<file path="src/rtl/i2cm_pkg.sv">
package i2cm_pkg;
  typedef enum logic [2:0] {
    OP_IDLE,
    OP_START,
    OP_RSTART,
    OP_STOP,
    OP_TX,
    OP_RX,
    OP_ACK
  } op_e;
endpackage

</file>
<file path="src/rtl/i2cm_baud.sv">
module i2cm_baud #(
  parameter int DIV_W = 7
) (
  input  logic             clk,
  input  logic             rst,
  input  logic             run,
  input  logic             load,
  input  logic             hold,
  input  logic [DIV_W-1:0] div,
  output logic             tick
);
  logic [DIV_W-1:0] cnt;

  assign tick = run && !load && !hold && (cnt == '0);

  always_ff @(posedge clk) begin
    if (rst) cnt <= '0;
    else if (load) cnt <= div;
    else if (run && !hold) cnt <= (cnt == '0) ? div : cnt - 1'b1;
  end

  // a stretched SCL freezes the count
  assert_hold_freeze_R12: assert property (@(posedge clk) disable iff (rst)
    (run && hold && !load) |=> (cnt == $past(cnt)));
  // every phase end restarts the half period from the divisor
  assert_reload_R7: assert property (@(posedge clk) disable iff (rst)
    tick |=> (cnt == $past(div)));
endmodule

</file>
<file path="src/rtl/i2cm_bus_mon.sv">
module i2cm_bus_mon (
  input  logic clk,
  input  logic rst,
  input  logic en,
  input  logic scl_i,
  input  logic sda_i,
  output logic s_q,
  output logic p_q,
  output logic bus_free
);
  logic scl_d, sda_d;
  logic start_ev, stop_ev;

  assign start_ev = scl_i && scl_d && sda_d && !sda_i;
  assign stop_ev  = scl_i && scl_d && !sda_d && sda_i;
  assign bus_free = p_q || !s_q;

  always_ff @(posedge clk) begin
    if (rst) begin
      scl_d <= 1'b1;
      sda_d <= 1'b1;
    end else begin
      scl_d <= scl_i;
      sda_d <= sda_i;
    end
  end

  always_ff @(posedge clk) begin
    if (rst || !en) begin
      s_q <= 1'b0;
      p_q <= 1'b0;
    end else if (start_ev) begin
      s_q <= 1'b1;
      p_q <= 1'b0;
    end else if (stop_ev) begin
      s_q <= 1'b0;
      p_q <= 1'b1;
    end
  end

  assert_clear_off_R5: assert property (@(posedge clk) disable iff (rst)
    !en |=> (!s_q && !p_q));
  assert_start_seen_R5: assert property (@(posedge clk) disable iff (rst)
    (en && start_ev) |=> (s_q && !p_q));
  assert_stop_seen_R5: assert property (@(posedge clk) disable iff (rst)
    (en && stop_ev) |=> (p_q && !s_q));
endmodule

</file>
<file path="src/rtl/i2cm_seq.sv">
module i2cm_seq
  import i2cm_pkg::*;
#(
  parameter int DATA_W = 8
) (
  input  logic              clk,
  input  logic              rst,
  input  logic              en,
  input  logic              cmd_start,
  input  logic              cmd_rstart,
  input  logic              cmd_stop,
  input  logic              cmd_rcv,
  input  logic              cmd_ack,
  input  logic              ack_level,
  input  logic              wr_buf,
  input  logic [DATA_W-1:0] wr_data,
  input  logic              wcol_clr,
  input  logic              scl_i,
  input  logic              sda_i,
  input  logic              bus_free,
  input  logic              tick,
  output logic              load,
  output logic              run,
  output logic              hold,
  output logic              scl_oe,
  output logic              sda_oe,
  output logic [DATA_W-1:0] rd_data,
  output logic              busy,
  output logic              op_done,
  output logic              ack_stat,
  output logic              wcol
);
  localparam int CW = $clog2(DATA_W + 2);

  op_e               op, nxt_op;
  logic [1:0]        ph;
  logic [CW-1:0]     bitn;
  logic [DATA_W-1:0] shreg, buf_q;
  logic              idle, accept;

  assign idle    = (op == OP_IDLE);
  assign busy    = !idle;
  assign run     = !idle;
  assign hold    = !scl_oe && !scl_i;
  assign rd_data = buf_q;

  // fixed priority among simultaneous requests; start needs a free bus
  always_comb begin
    nxt_op = OP_IDLE;
    if (en && idle) begin
      if (cmd_start)       nxt_op = bus_free ? OP_START : OP_IDLE;
      else if (cmd_rstart) nxt_op = OP_RSTART;
      else if (cmd_stop)   nxt_op = OP_STOP;
      else if (wr_buf)     nxt_op = OP_TX;
      else if (cmd_rcv)    nxt_op = OP_RX;
      else if (cmd_ack)    nxt_op = OP_ACK;
    end
  end
  assign accept = (nxt_op != OP_IDLE);
  assign load   = accept;

  always_ff @(posedge clk) begin
    if (rst) begin
      op       <= OP_IDLE;
      ph       <= '0;
      bitn     <= '0;
      shreg    <= '0;
      buf_q    <= '0;
      scl_oe   <= 1'b0;
      sda_oe   <= 1'b0;
      op_done  <= 1'b0;
      ack_stat <= 1'b0;
      wcol     <= 1'b0;
    end else begin
      op_done <= 1'b0;
      if (wcol_clr) wcol <= 1'b0;
      if (!en) begin
        op     <= OP_IDLE;
        ph     <= '0;
        scl_oe <= 1'b0;
        sda_oe <= 1'b0;
      end else if (accept) begin
        op   <= nxt_op;
        ph   <= '0;
        bitn <= '0;
        case (nxt_op)
          OP_START:  sda_oe <= 1'b1;
          OP_RSTART: sda_oe <= 1'b0;
          OP_STOP:   sda_oe <= 1'b1;
          OP_TX: begin
            buf_q  <= wr_data;
            shreg  <= wr_data;
            sda_oe <= !wr_data[DATA_W-1];
          end
          OP_RX:     sda_oe <= 1'b0;
          OP_ACK:    sda_oe <= !ack_level;
          default: ;
        endcase
      end else if (!idle) begin
        if (wr_buf) wcol <= 1'b1;
        if (tick) begin
          case (op)
            OP_START: begin
              scl_oe  <= 1'b1;
              op      <= OP_IDLE;
              op_done <= 1'b1;
            end
            OP_RSTART: begin
              ph <= ph + 1'b1;
              case (ph)
                2'd0: scl_oe <= 1'b0;
                2'd1: sda_oe <= 1'b1;
                default: begin
                  scl_oe  <= 1'b1;
                  op      <= OP_IDLE;
                  op_done <= 1'b1;
                end
              endcase
            end
            OP_STOP: begin
              if (ph == 2'd0) begin
                scl_oe <= 1'b0;
                ph     <= 2'd1;
              end else begin
                sda_oe  <= 1'b0;
                op      <= OP_IDLE;
                op_done <= 1'b1;
              end
            end
            OP_TX: begin
              if (ph == 2'd0) begin
                scl_oe <= 1'b0;
                ph     <= 2'd1;
              end else begin
                scl_oe <= 1'b1;
                ph     <= 2'd0;
                if (bitn == CW'(DATA_W)) begin
                  ack_stat <= sda_i;
                  op       <= OP_IDLE;
                  op_done  <= 1'b1;
                end else begin
                  bitn   <= bitn + 1'b1;
                  shreg  <= shreg << 1;
                  sda_oe <= (bitn == CW'(DATA_W - 1)) ? 1'b0 : !shreg[DATA_W-2];
                end
              end
            end
            OP_RX: begin
              if (ph == 2'd0) begin
                scl_oe <= 1'b0;
                ph     <= 2'd1;
              end else begin
                scl_oe <= 1'b1;
                ph     <= 2'd0;
                shreg  <= {shreg[DATA_W-2:0], sda_i};
                if (bitn == CW'(DATA_W - 1)) begin
                  buf_q   <= {shreg[DATA_W-2:0], sda_i};
                  op      <= OP_IDLE;
                  op_done <= 1'b1;
                end else begin
                  bitn <= bitn + 1'b1;
                end
              end
            end
            OP_ACK: begin
              if (ph == 2'd0) begin
                scl_oe <= 1'b0;
                ph     <= 2'd1;
              end else begin
                scl_oe  <= 1'b1;
                op      <= OP_IDLE;
                op_done <= 1'b1;
              end
            end
            default: op <= OP_IDLE;
          endcase
        end
      end
    end
  end

  assert_wcol_set_R2: assert property (@(posedge clk) disable iff (rst)
    (en && busy && wr_buf) |=> wcol);
  assert_buf_kept_R2: assert property (@(posedge clk) disable iff (rst)
    (busy && wr_buf && op != OP_RX) |=> $stable(buf_q));
  assert_done_idle_R4: assert property (@(posedge clk) disable iff (rst)
    op_done |-> !busy);
  assert_rx_released_R10: assert property (@(posedge clk) disable iff (rst)
    (op == OP_RX) |-> !sda_oe);
  assert_off_released_R13: assert property (@(posedge clk) disable iff (rst)
    !en |=> (!scl_oe && !sda_oe && !busy));
endmodule

</file>
<file path="src/rtl/i2c_byte_master.sv">
module i2c_byte_master #(
  parameter int DATA_W = 8,
  parameter int DIV_W  = 7
) (
  input  logic              clk,
  input  logic              rst,
  input  logic              en,
  input  logic [DIV_W-1:0]  divisor,
  input  logic              cmd_start,
  input  logic              cmd_rstart,
  input  logic              cmd_stop,
  input  logic              cmd_rcv,
  input  logic              cmd_ack,
  input  logic              ack_level,
  input  logic              wr_buf,
  input  logic [DATA_W-1:0] wr_data,
  input  logic              wcol_clr,
  input  logic              scl_i,
  input  logic              sda_i,
  output logic              scl_oe,
  output logic              sda_oe,
  output logic [DATA_W-1:0] rd_data,
  output logic              busy,
  output logic              op_done,
  output logic              ack_stat,
  output logic              wcol,
  output logic              bus_s,
  output logic              bus_p
);
  logic bus_free, tick, load, run, hold;

  i2cm_bus_mon u_mon (
    .clk(clk), .rst(rst), .en(en), .scl_i(scl_i), .sda_i(sda_i),
    .s_q(bus_s), .p_q(bus_p), .bus_free(bus_free)
  );

  i2cm_baud #(.DIV_W(DIV_W)) u_baud (
    .clk(clk), .rst(rst), .run(run), .load(load), .hold(hold),
    .div(divisor), .tick(tick)
  );

  i2cm_seq #(.DATA_W(DATA_W)) u_seq (
    .clk(clk), .rst(rst), .en(en),
    .cmd_start(cmd_start), .cmd_rstart(cmd_rstart), .cmd_stop(cmd_stop),
    .cmd_rcv(cmd_rcv), .cmd_ack(cmd_ack), .ack_level(ack_level),
    .wr_buf(wr_buf), .wr_data(wr_data), .wcol_clr(wcol_clr),
    .scl_i(scl_i), .sda_i(sda_i), .bus_free(bus_free), .tick(tick),
    .load(load), .run(run), .hold(hold),
    .scl_oe(scl_oe), .sda_oe(sda_oe), .rd_data(rd_data),
    .busy(busy), .op_done(op_done), .ack_stat(ack_stat), .wcol(wcol)
  );
endmodule

</file>
<file path="config.mk">
export PLATFORM = sky130hd
export DESIGN_NAME = i2c_byte_master
export DESIGN_NICKNAME = d
export VERILOG_FILES = /design/src/rtl/i2cm_pkg.sv /design/src/rtl/i2cm_baud.sv /design/src/rtl/i2cm_bus_mon.sv /design/src/rtl/i2cm_seq.sv /design/src/rtl/i2c_byte_master.sv
export SDC_FILE = /design/constraint.sdc
export NUM_CORES = 1
export LEC_CHECK = 0
export BUFFER_PORTS_ARGS = -buffer_cell sky130_fd_sc_hd__buf_2
export CORE_MARGIN = 3
export CORE_UTILIZATION = 55
export DETAILED_ROUTE_END_ITERATION = 12
export PLACE_DENSITY = 0.79
export SLEW_MARGIN = 0
export SYNTH_ARGS = -nofsm -noshare
export SYNTH_HDL_FRONTEND = slang
export SYNTH_SLANG_ARGS = --single-unit
</file>
<file path="constraint.sdc">
create_clock -name clk -period 3.05 [get_ports clk]
set_input_delay 0.4575 -clock clk [delete_from_list [all_inputs] [get_ports clk]]
set_output_delay 0.4575 -clock clk [all_outputs]
set_load 0.02 [all_outputs]
</file>
Word level (Yosys, flattened, before mapping) --
Index checks and enable logic that the tools add are counted.
Word-level totals: bits in registers 40, input bits 28, output and inout bits 16, logic and storage cells 184
Operators by class: add/sub/neg operators 3, equal/unequal tests 32, muxes and demuxes 73, bitwise gates (word level) 5, reductions and logical operators 56
Operator list (number):
- 2-to-1 mux 7 bit | 9
- 2-to-1 mux 8 bit | 7
- 2-to-1 mux 3 bit | 16
- AND reduction 8 bit | 4
- 2-to-1 mux 4 bit | 7
- 2-to-1 mux 1 bit | 24
- != test 3 bit, second input constant | 7
- == test 3 bit, second input constant | 6
- one-hot mux 7 bit (2 select lines) | 1
- AND reduction 7 bit | 2
- OR reduction 2 bit | 7
- == test 3 x 2 -> 1 bit, second input constant | 4
- zero test 1 bit | 12
- one-hot mux 3 bit (4 select lines) | 1
- logical AND 1 bit | 11
- nonzero test 2 bit | 5
- != test 3 x 2 -> 1 bit, second input constant | 3
- nonzero test 3 bit | 3
- one-hot mux 1 bit (4 select lines) | 2
- one-hot mux 4 bit (2 select lines) | 1
- nonzero test 4 bit | 2
- zero test 7 bit | 1
- subtractor 7 x 1 -> 7 bit, second input constant | 1
- == test 3 x 1 -> 1 bit, second input constant | 2
- 21 further kinds | 31

Depth between registers and ports, before layout --
Gate-level depths: netlist (run 1).
depth in word-level cells 15, mapped depth 8

Hierarchy --
A second synthesis (run 1) with hierarchy kept.
Unflattened totals: cell total of the unflattened synthesis 286, area, all modules 2438.6 µm²
By module, submodules not included:
- i2cm_seq | times used 1, cells an instance 204, area an instance 1759.2 µm²
- i2cm_baud | times used 1, cells an instance 65, area an instance 525.5 µm²
- i2cm_bus_mon | times used 1, cells an instance 17, area an instance 153.9 µm²

Worst setup path before layout (run 1) --
Ideal clock, no wire load.
path kind reg-to-reg, from register u_seq.op[1], to register u_seq.buf_q[0] (netlist: u_seq.rd_data[0]), setup time 123 ps, data arrival time 1989 ps, data required time 2927 ps, slack 937 ps, cell stages (with the launch flop) 8, path buffers 2, clock period less this slack 2113 ps, cells stage by stage dfxtp_1 > buf_2 > or4b_4 > a211oi_4 > buf_4 > mux2i_1 > nor2_1 > mux2_1
Between the ends: longest elaborated chain between the ends 10
Ends and longest elaborated chain:
- from (decl) | line i2cm_seq.sv:35 | op_e op, nxt_op;
- from (signal assigned) | line i2cm_seq.sv:83 | op <= nxt_op;
- zero test 3 bit | line i2cm_seq.sv:41 | assign idle = (op == OP_IDLE);
- logical AND 1 bit | line i2cm_seq.sv:50 | if (en && idle) begin
- 2-to-1 mux 3 bit | line i2cm_seq.sv:50
- nonzero test 3 bit | line i2cm_seq.sv:59 | assign accept = (nxt_op != OP_IDLE);
- zero test 1 bit | line i2cm_baud.sv:14 | assign tick = run && !load && !hold && (cnt == '0);
- logical AND 1 bit (3 in series) | line i2cm_baud.sv:14
- nonzero test 2 bit (no line)
- AND reduction 7 bit (no line)
- to (signal assigned) | line i2cm_seq.sv:91 | buf_q <= wr_data;
- to (signal assigned) | line i2cm_seq.sv:157 | buf_q <= {shreg[DATA_W-2:0], sda_i};
- to (decl) | line i2cm_seq.sv:38 | logic [DATA_W-1:0] shreg, buf_q;
Several ways; a longest one is shown, not always the timed one. A chain may end at the register's enable or synchronous reset.

Worst setup path in the final report (run 1) --
from register u_seq.op[2], to register u_seq.buf_q[0] (netlist: u_seq.rd_data[0])
The elaborated chain is that of the path after synthesis.

==> flow_metrics.py, run 1 <==
metrics = {
    "outcome": {
        "outcome": "completed",
    },
    "logic_synthesis": {
        "synth_top_area_share_pct": 33.35,
        "syn_inst": 289,
        "synth_async_sr_flop_share_pct": 0,
        "synth_edf_count": 0,
        "synth_area_leaders": "dfxtp_1, mux2i_1, o21ai_0",
        "yosys_warnings": 0,
        "syn_area_mm2": 0.002401,
        "synth-seq-cells": 40,
        "ys.flop_type": "dfxtp_1",
        "synth_largest_area_cell": "dfxtp_1",
        "syn_avg_cell_area_um2": 8.308,
        "syn_nets": 322,
        "ys_seq_area_share_pct": 33.35,
        "synth.distinct_cells": 62,
    },
    "cts": {
        "insertion_delay_ns": 0.29,
        "numCtsBuffers": 5,
        "cts-htree-levels": 2,
        "cts_resized": 0,
        "clockBufferDepth": 2,
        "clockRootBuffer": "clkbuf_8",
        "clk_pin_slew_ns": 0.08,
        "cts_setup_buffers": 0,
        "clock_sinks": 40,
        "ctsHoldBuffers": 0,
        "cts_tree": "yes",
    },
    "sta": {
        "period_share_pct": 79.11,
        "fin_worst_hold_slack_ns": 0.4036,
        "setup_viol_count_final": 0,
        "tightest_slew_ns": 0.5809,
        "rsz0062_at_grt": "no",
        "slew_headroom_pct": 61.22,
        "layout_min_cycle_time_ns": 2.413,
        "setup_tns_ns": 0,
        "fmax_mhz": 414.5,
        "finClkSkew_ns": 0.006581,
        "hold_viol": 0,
        "drv_slew": 0,
    },
    "cells_and_area": {
        "area_growth_pct": 14.02,
        "fin_nets": 362,
        "drive_above_1_share_pct": 20.00,
        "fillers": 359,
        "diodes": 0,
    },
    "route": {
        "drtIter0Drc": 183,
        "avgRoutedWirePerCell_um": 14.40,
        "final_antenna_net_count": 0,
        "drc": 0,
        "routed_wl_um": 5473,
        "vias": 2241,
        "viasPerCell": 5.897,
        "drt-pass1-iter-count": 4,
    },
    "worst_setup_path": {
        "path_class": "register to register",
        "crit_slowest_cell": "or4b_4",
        "cp_slowest_stage_delay_ns": 0.60,
        "start_kind": "register",
        "cp_cell_sequence": "or4b_4 -> a211oi_4 -> buf_4 -> mux2i_1 -> nor2_1 -> mux2_1",
        "crit_fanout": 19,
        "cp_data_required_time_ns": 3.24,
        "cp_num_buf_inv": 1,
        "crit_path_end_kind": "register",
        "crit_family": "simple AND/OR/NAND/NOR gates",
        "cp.arrival_ns": 2.60,
    },
    "die": {
        "die_h_um": 72.07,
        "fp.dieW_um": 72.07,
        "core_mm2": 0.004115,
        "rows": 23,
        "start_util_pct": 58.35,
        "die-area_mm2": 0.005194,
        "io_pins": 44,
    },
    "grt": {
        "antenna_found_initial": 0,
        "grt_pass1_wl_um": 9515,
        "grt_overflow": 0,
        "first_global_vias": 2062,
        "grt_util_all_layers_pct": 22.66,
        "grt_max_degree": 38,
    },
    "placed_design": {
        "portBuffers": 43,
        "gp_congestion": 0.8846,
        "hpwl_um": 4042,
    },
    "job": {
        "cap_viol_max_count": 0,
    },
    "pwr": {
        "leakage_nw": 1.119,
        "power_density_mw_per_mm2": 399.9,
        "vdd_ir_drop_max_v": 0.0002549,
    },
    "hold_path": {
        "hp-class": "input pin to register",
    },
}
Yosys cell counts (2+ instances only):
| master | number |
|---|---|
| dfxtp_1 | 40 |
| and2_1 | 2 |
| a21oi_1 | 14 |
| inv_1 | 11 |
| o22ai_1 | 2 |
| a21o_1 | 2 |
| a311oi_1 | 2 |
| a31oi_1 | 5 |
| nand2b_1 | 9 |
| xnor2_1 | 2 |
| nor3_1 | 7 |
| clkbuf_1 | 9 |
| a32oi_1 | 2 |
| o21ai_0 | 20 |
| nand3_1 | 8 |
| nor4bb_1 | 4 |
| and3b_1 | 3 |
| buf_2 | 6 |
| nand3b_1 | 3 |
| o21a_1 | 2 |
| mux2_1 | 2 |
| or3_1 | 7 |
| nor4_1 | 3 |
| or2_0 | 6 |
| nor2b_1 | 13 |
| o21ai_1 | 10 |
| ha_1 | 5 |
| mux2i_1 | 19 |
| nand2_1 | 13 |
| nor2_1 | 22 |
| a22o_1 | 2 |
| or2_2 | 4 |
cell families (layout without fill, tap and decap cells):
kind of cell / Yosys count / count (layout) / share of synthesized area (%)
fa+ha+maj: 6 / 6 / 3.022
xor+xnor: 2 / 2 / 0.7297
mux: 22 / 22 / 9.328
compound gates: 79 / 79 / 21.78
buf+inv: 27 / 68 / 4.690
simple gates: 113 / 113 / 27.10
flops: 40 / 40 / 33.35
sequential cells by signal, indices dropped and copies added (netlist names), 2 cells and up:
register	flops
u_seq.shreg	7
u_baud.cnt	7
u_seq.op	3
u_seq.ph	2
u_seq.bitn	4
u_seq.rd_data	8
final timing paths:
| path | startpoint | to | slack (ns) | cells past startpoint |
|---|---|---|---|---|
| max | u_seq.op[2] | u_seq.rd_data[0] | 0.64 | 6 |
| min | divisor[3] | u_baud.cnt[3] | 0.40 | 3 |
| max reg2reg | u_seq.op[2] | u_seq.rd_data[0] | 0.64 | 6 |
| min reg2reg | u_seq.rd_data[5] | u_seq.rd_data[5] | 0.48 | 2 |
cell usage in the layout (no fill, tap or decap), drive strengths merged, types with 3 or more instances in the layout:
cell type / instances
and3b: 3
mux2: 3
clkbuf: 7
dfxtp: 40
mux2i: 19
ha: 5
inv: 11
nand2: 13
nor2: 22
nand2b: 9
or3: 7
nor3: 7
nor4bb: 4
a31oi: 5
a21oi: 14
or2: 11
nor2b: 13
nand3b: 3
o21ai: 30
nor4: 4
nand3: 8
buf: 49
where the power goes:
group          switching (W)  internal, W  total [W]
clock network       0.000182     0.000163   0.000345
registers          0.0000135     0.000539   0.000552
logic               0.000114    0.0000838   0.000197
total               0.000309     0.000786    0.00109
stage by stage:
stage	worst slack (ns)	util [%]	area [um^2]	total power, W	instances
5_1_grt	0.4487	66.52	2738	0.001146	380
3_5_place_dp	0.5643	64.46	2653	0.0007590	372
2_1_floorplan	0.9372	-	2401	0.0007002	289
6_report	0.6372	66.52	2738	0.001095	380
4_1_cts	0.6428	66.52	2738	0.001102	380
3_3_place_gp	0.6104	64.46	2653	0.0007557	372
layout make-up:
class	instances	area, um^2	share of cell area [%]
well taps	50	62.56	2.285
clock buffers	7	76.32	2.788
flip-flops and latches	40	800.8	29.25
clock inverters	1	8.758	0.3199
repair buffers	49	260.3	9.506
multi-input cells	222	1488	54.34
inverters	11	41.29	1.508
tightest hold or removal path, stage by stage:
cell	delay (ns)
buf_2	0.09
nand2_1	0.05
a21oi_1	0.05
layer usage:
| metal | wire, um | share of wire [%] | global-route usage (%) | up-vias |
|---|---|---|---|---|
| met4 | 70 | 1.3 | 6.054 | 0 |
| met3 | 382 | 7.0 | 5.402 | 7 |
| met5 | 0 | 0 | 0 | - |
| met1 | 2517 | 46 | 30.64 | 1032 |
| li1 | - | - | - | 1128 |
| met2 | 2503 | 46 | 36.20 | 74 |
(Power assumes the default switching activity.)
==> run 2: changes to the inputs <==
Clock period 3.05 ns to 2.4 ns, I/O delays scaled along.
==> flow_metrics.py, run 2 (synthesized netlist as in run 1, its figures left out) <==
metrics = {
    "outcome": {
        "outcome": "completed",
    },
    "cells_and_area": {
        "fin_area_mm2": 0.002786,
        "most-common-layout-cells": "buf_2, dfxtp_1, nor2_1",
        "area_growth_pct": 16.05,
        "drive_above_1_share_pct": 22.02,
        "largest_register_ffs": 8,
        "final_util_pct": 67.71,
        "diodes": 0,
        "final_cell_count_no_fill": 386,
        "fin_nets": 369,
        "final_common_cell": "buf_2",
    },
    "cts": {
        "clock_sinks": 40,
        "clockRootBuffer": "clkbuf_8",
        "clockBufferDepth": 2,
        "cts-htree-levels": 2,
        "insertion_delay_ns": 0.29,
        "cts_setup_buffers": 0,
        "cts_tree": "yes",
        "ctsHoldBuffers": 0,
        "clk_pin_slew_ns": 0.07,
        "cts_resized": 0,
        "numCtsBuffers": 5,
    },
    "sta": {
        "period_share_pct": 92.22,
        "setup_viol_count_final": 0,
        "hold_viol": 0,
        "layout_min_cycle_time_ns": 2.213,
        "drv_slew": 0,
        "finClkSkew_ns": 0.008091,
        "rsz0062_at_grt": "no",
        "slew_headroom_pct": 68.23,
        "tightest_slew_ns": 0.4729,
        "fmax_mhz": 451.8,
        "setup_tns_ns": 0,
    },
    "job": {
        "cap_viol_max_count": 0,
    },
    "route": {
        "drc": 0,
        "final_antenna_net_count": 0,
        "drt-pass1-iter-count": 4,
        "avgRoutedWirePerCell_um": 14.60,
        "viasPerCell": 5.896,
        "routed_wl_um": 5635,
        "vias": 2276,
        "drtIter0Drc": 266,
    },
    "worst_setup_path": {
        "crit_path_end_kind": "register",
        "cp_data_required_time_ns": 2.58,
        "path_class": "register to register",
        "cp.arrival_ns": 2.39,
        "start_kind": "register",
        "crit_fanout": 11,
        "r2r-start": "u_seq.op[0]",
        "reg2reg_to": "u_seq.rd_data[0]",
        "ff2ff_path_depth": 6,
        "r2r_slack_ns": 0.19,
    },
    "hold_path": {
        "hold_start": "rst",
        "hold_path_depth": 2,
        "hp-class": "input pin to register",
        "min_to": "u_seq.ack_stat",
    },
    "placed_design": {
        "gp_congestion": 0.9400,
        "dp.cells": 379,
        "place_area_mm2": 0.002705,
        "portBuffers": 43,
        "hpwl_um": 4197,
    },
    "pwr": {
        "power_density_mw_per_mm2": 500.8,
        "p_total_w": 0.001395,
        "leakage_nw": 1.152,
        "vdd_ir_drop_max_v": 0.0003477,
    },
    "die": {
        "die_h_um": 72.07,
        "die-area_mm2": 0.005194,
        "io_pins": 44,
        "core_mm2": 0.004115,
        "rows": 23,
        "start_util_pct": 58.35,
        "fp.dieW_um": 72.07,
    },
    "grt": {
        "grt_util_all_layers_pct": 22.72,
        "antenna_found_initial": 0,
        "grt_pass1_wl_um": 9473,
        "grt_overflow": 0,
        "first_global_vias": 2072,
        "grt_max_degree": 35,
    },
}
==> run 2: cell count changes in the layout (fill, tap and decap cells not counted), sizes merged <==
cell,delta
buf,+7
clkbuf,-2
clkinvlp,+1
==> run 2: critical path, stage by stage (launching register included) <==
cell      delay (ns)
dfxtp_1         0.32
or4b_4          0.58
a211oi_4        0.42
buf_4           0.26
mux2i_1         0.19
nor2_1          0.05
mux2_1          0.29
==> run 2: layout make-up <==
type,count,area (um^2)
repair buffers,56,312.8
clock inverters,2,12.51
multi-input cells,222,1488
flip-flops and latches,40,800.8
well taps,50,62.56
inverters,11,41.29
fillers,370,1329
clock buffers,5,68.82
==> run 2: metal layers <==
| layer | routed length [um] | GRT usage [%] | share of wire [%] |
|---|---|---|---|
| met5 | 0 | 0 | 0 |
| met1 | 2593 | 31.24 | 46 |
| met4 | 72 | 7.516 | 1.3 |
| met3 | 416 | 4.155 | 7.4 |
| met2 | 2553 | 35.89 | 45 |
==> run 2: report_power, final <==
part	switching (W)	internal, W
logic	0.000148	0.000116
registers	0.0000169	0.000684
clock network	0.000233	0.000197
==> run 2: worst max path at each step <==
stage	startpoint	end	depth (start not counted)
2_1_floorplan	u_seq.op[1]	u_seq.rd_data[0]	7
3_3_place_gp	en	u_seq.rd_data[0]	7
3_5_place_dp	en	u_seq.rd_data[0]	7
5_1_grt	u_seq.op[0]	u_seq.rd_data[0]	6
4_1_cts	u_seq.op[0]	u_seq.rd_data[0]	6
6_report	u_seq.op[0]	u_seq.rd_data[0]	6
==> run 2: through the flow <==
stage / setup slack [ns] / hold WS (ns)
2_1_floorplan: 0.2872 / 0.4489
5_1_grt: 0.05800 / 0.3124
6_report: 0.1868 / 0.2954
3_3_place_gp: 0.1855 / 0.4603
3_5_place_dp: 0.1303 / 0.4633
4_1_cts: 0.1820 / 0.2815
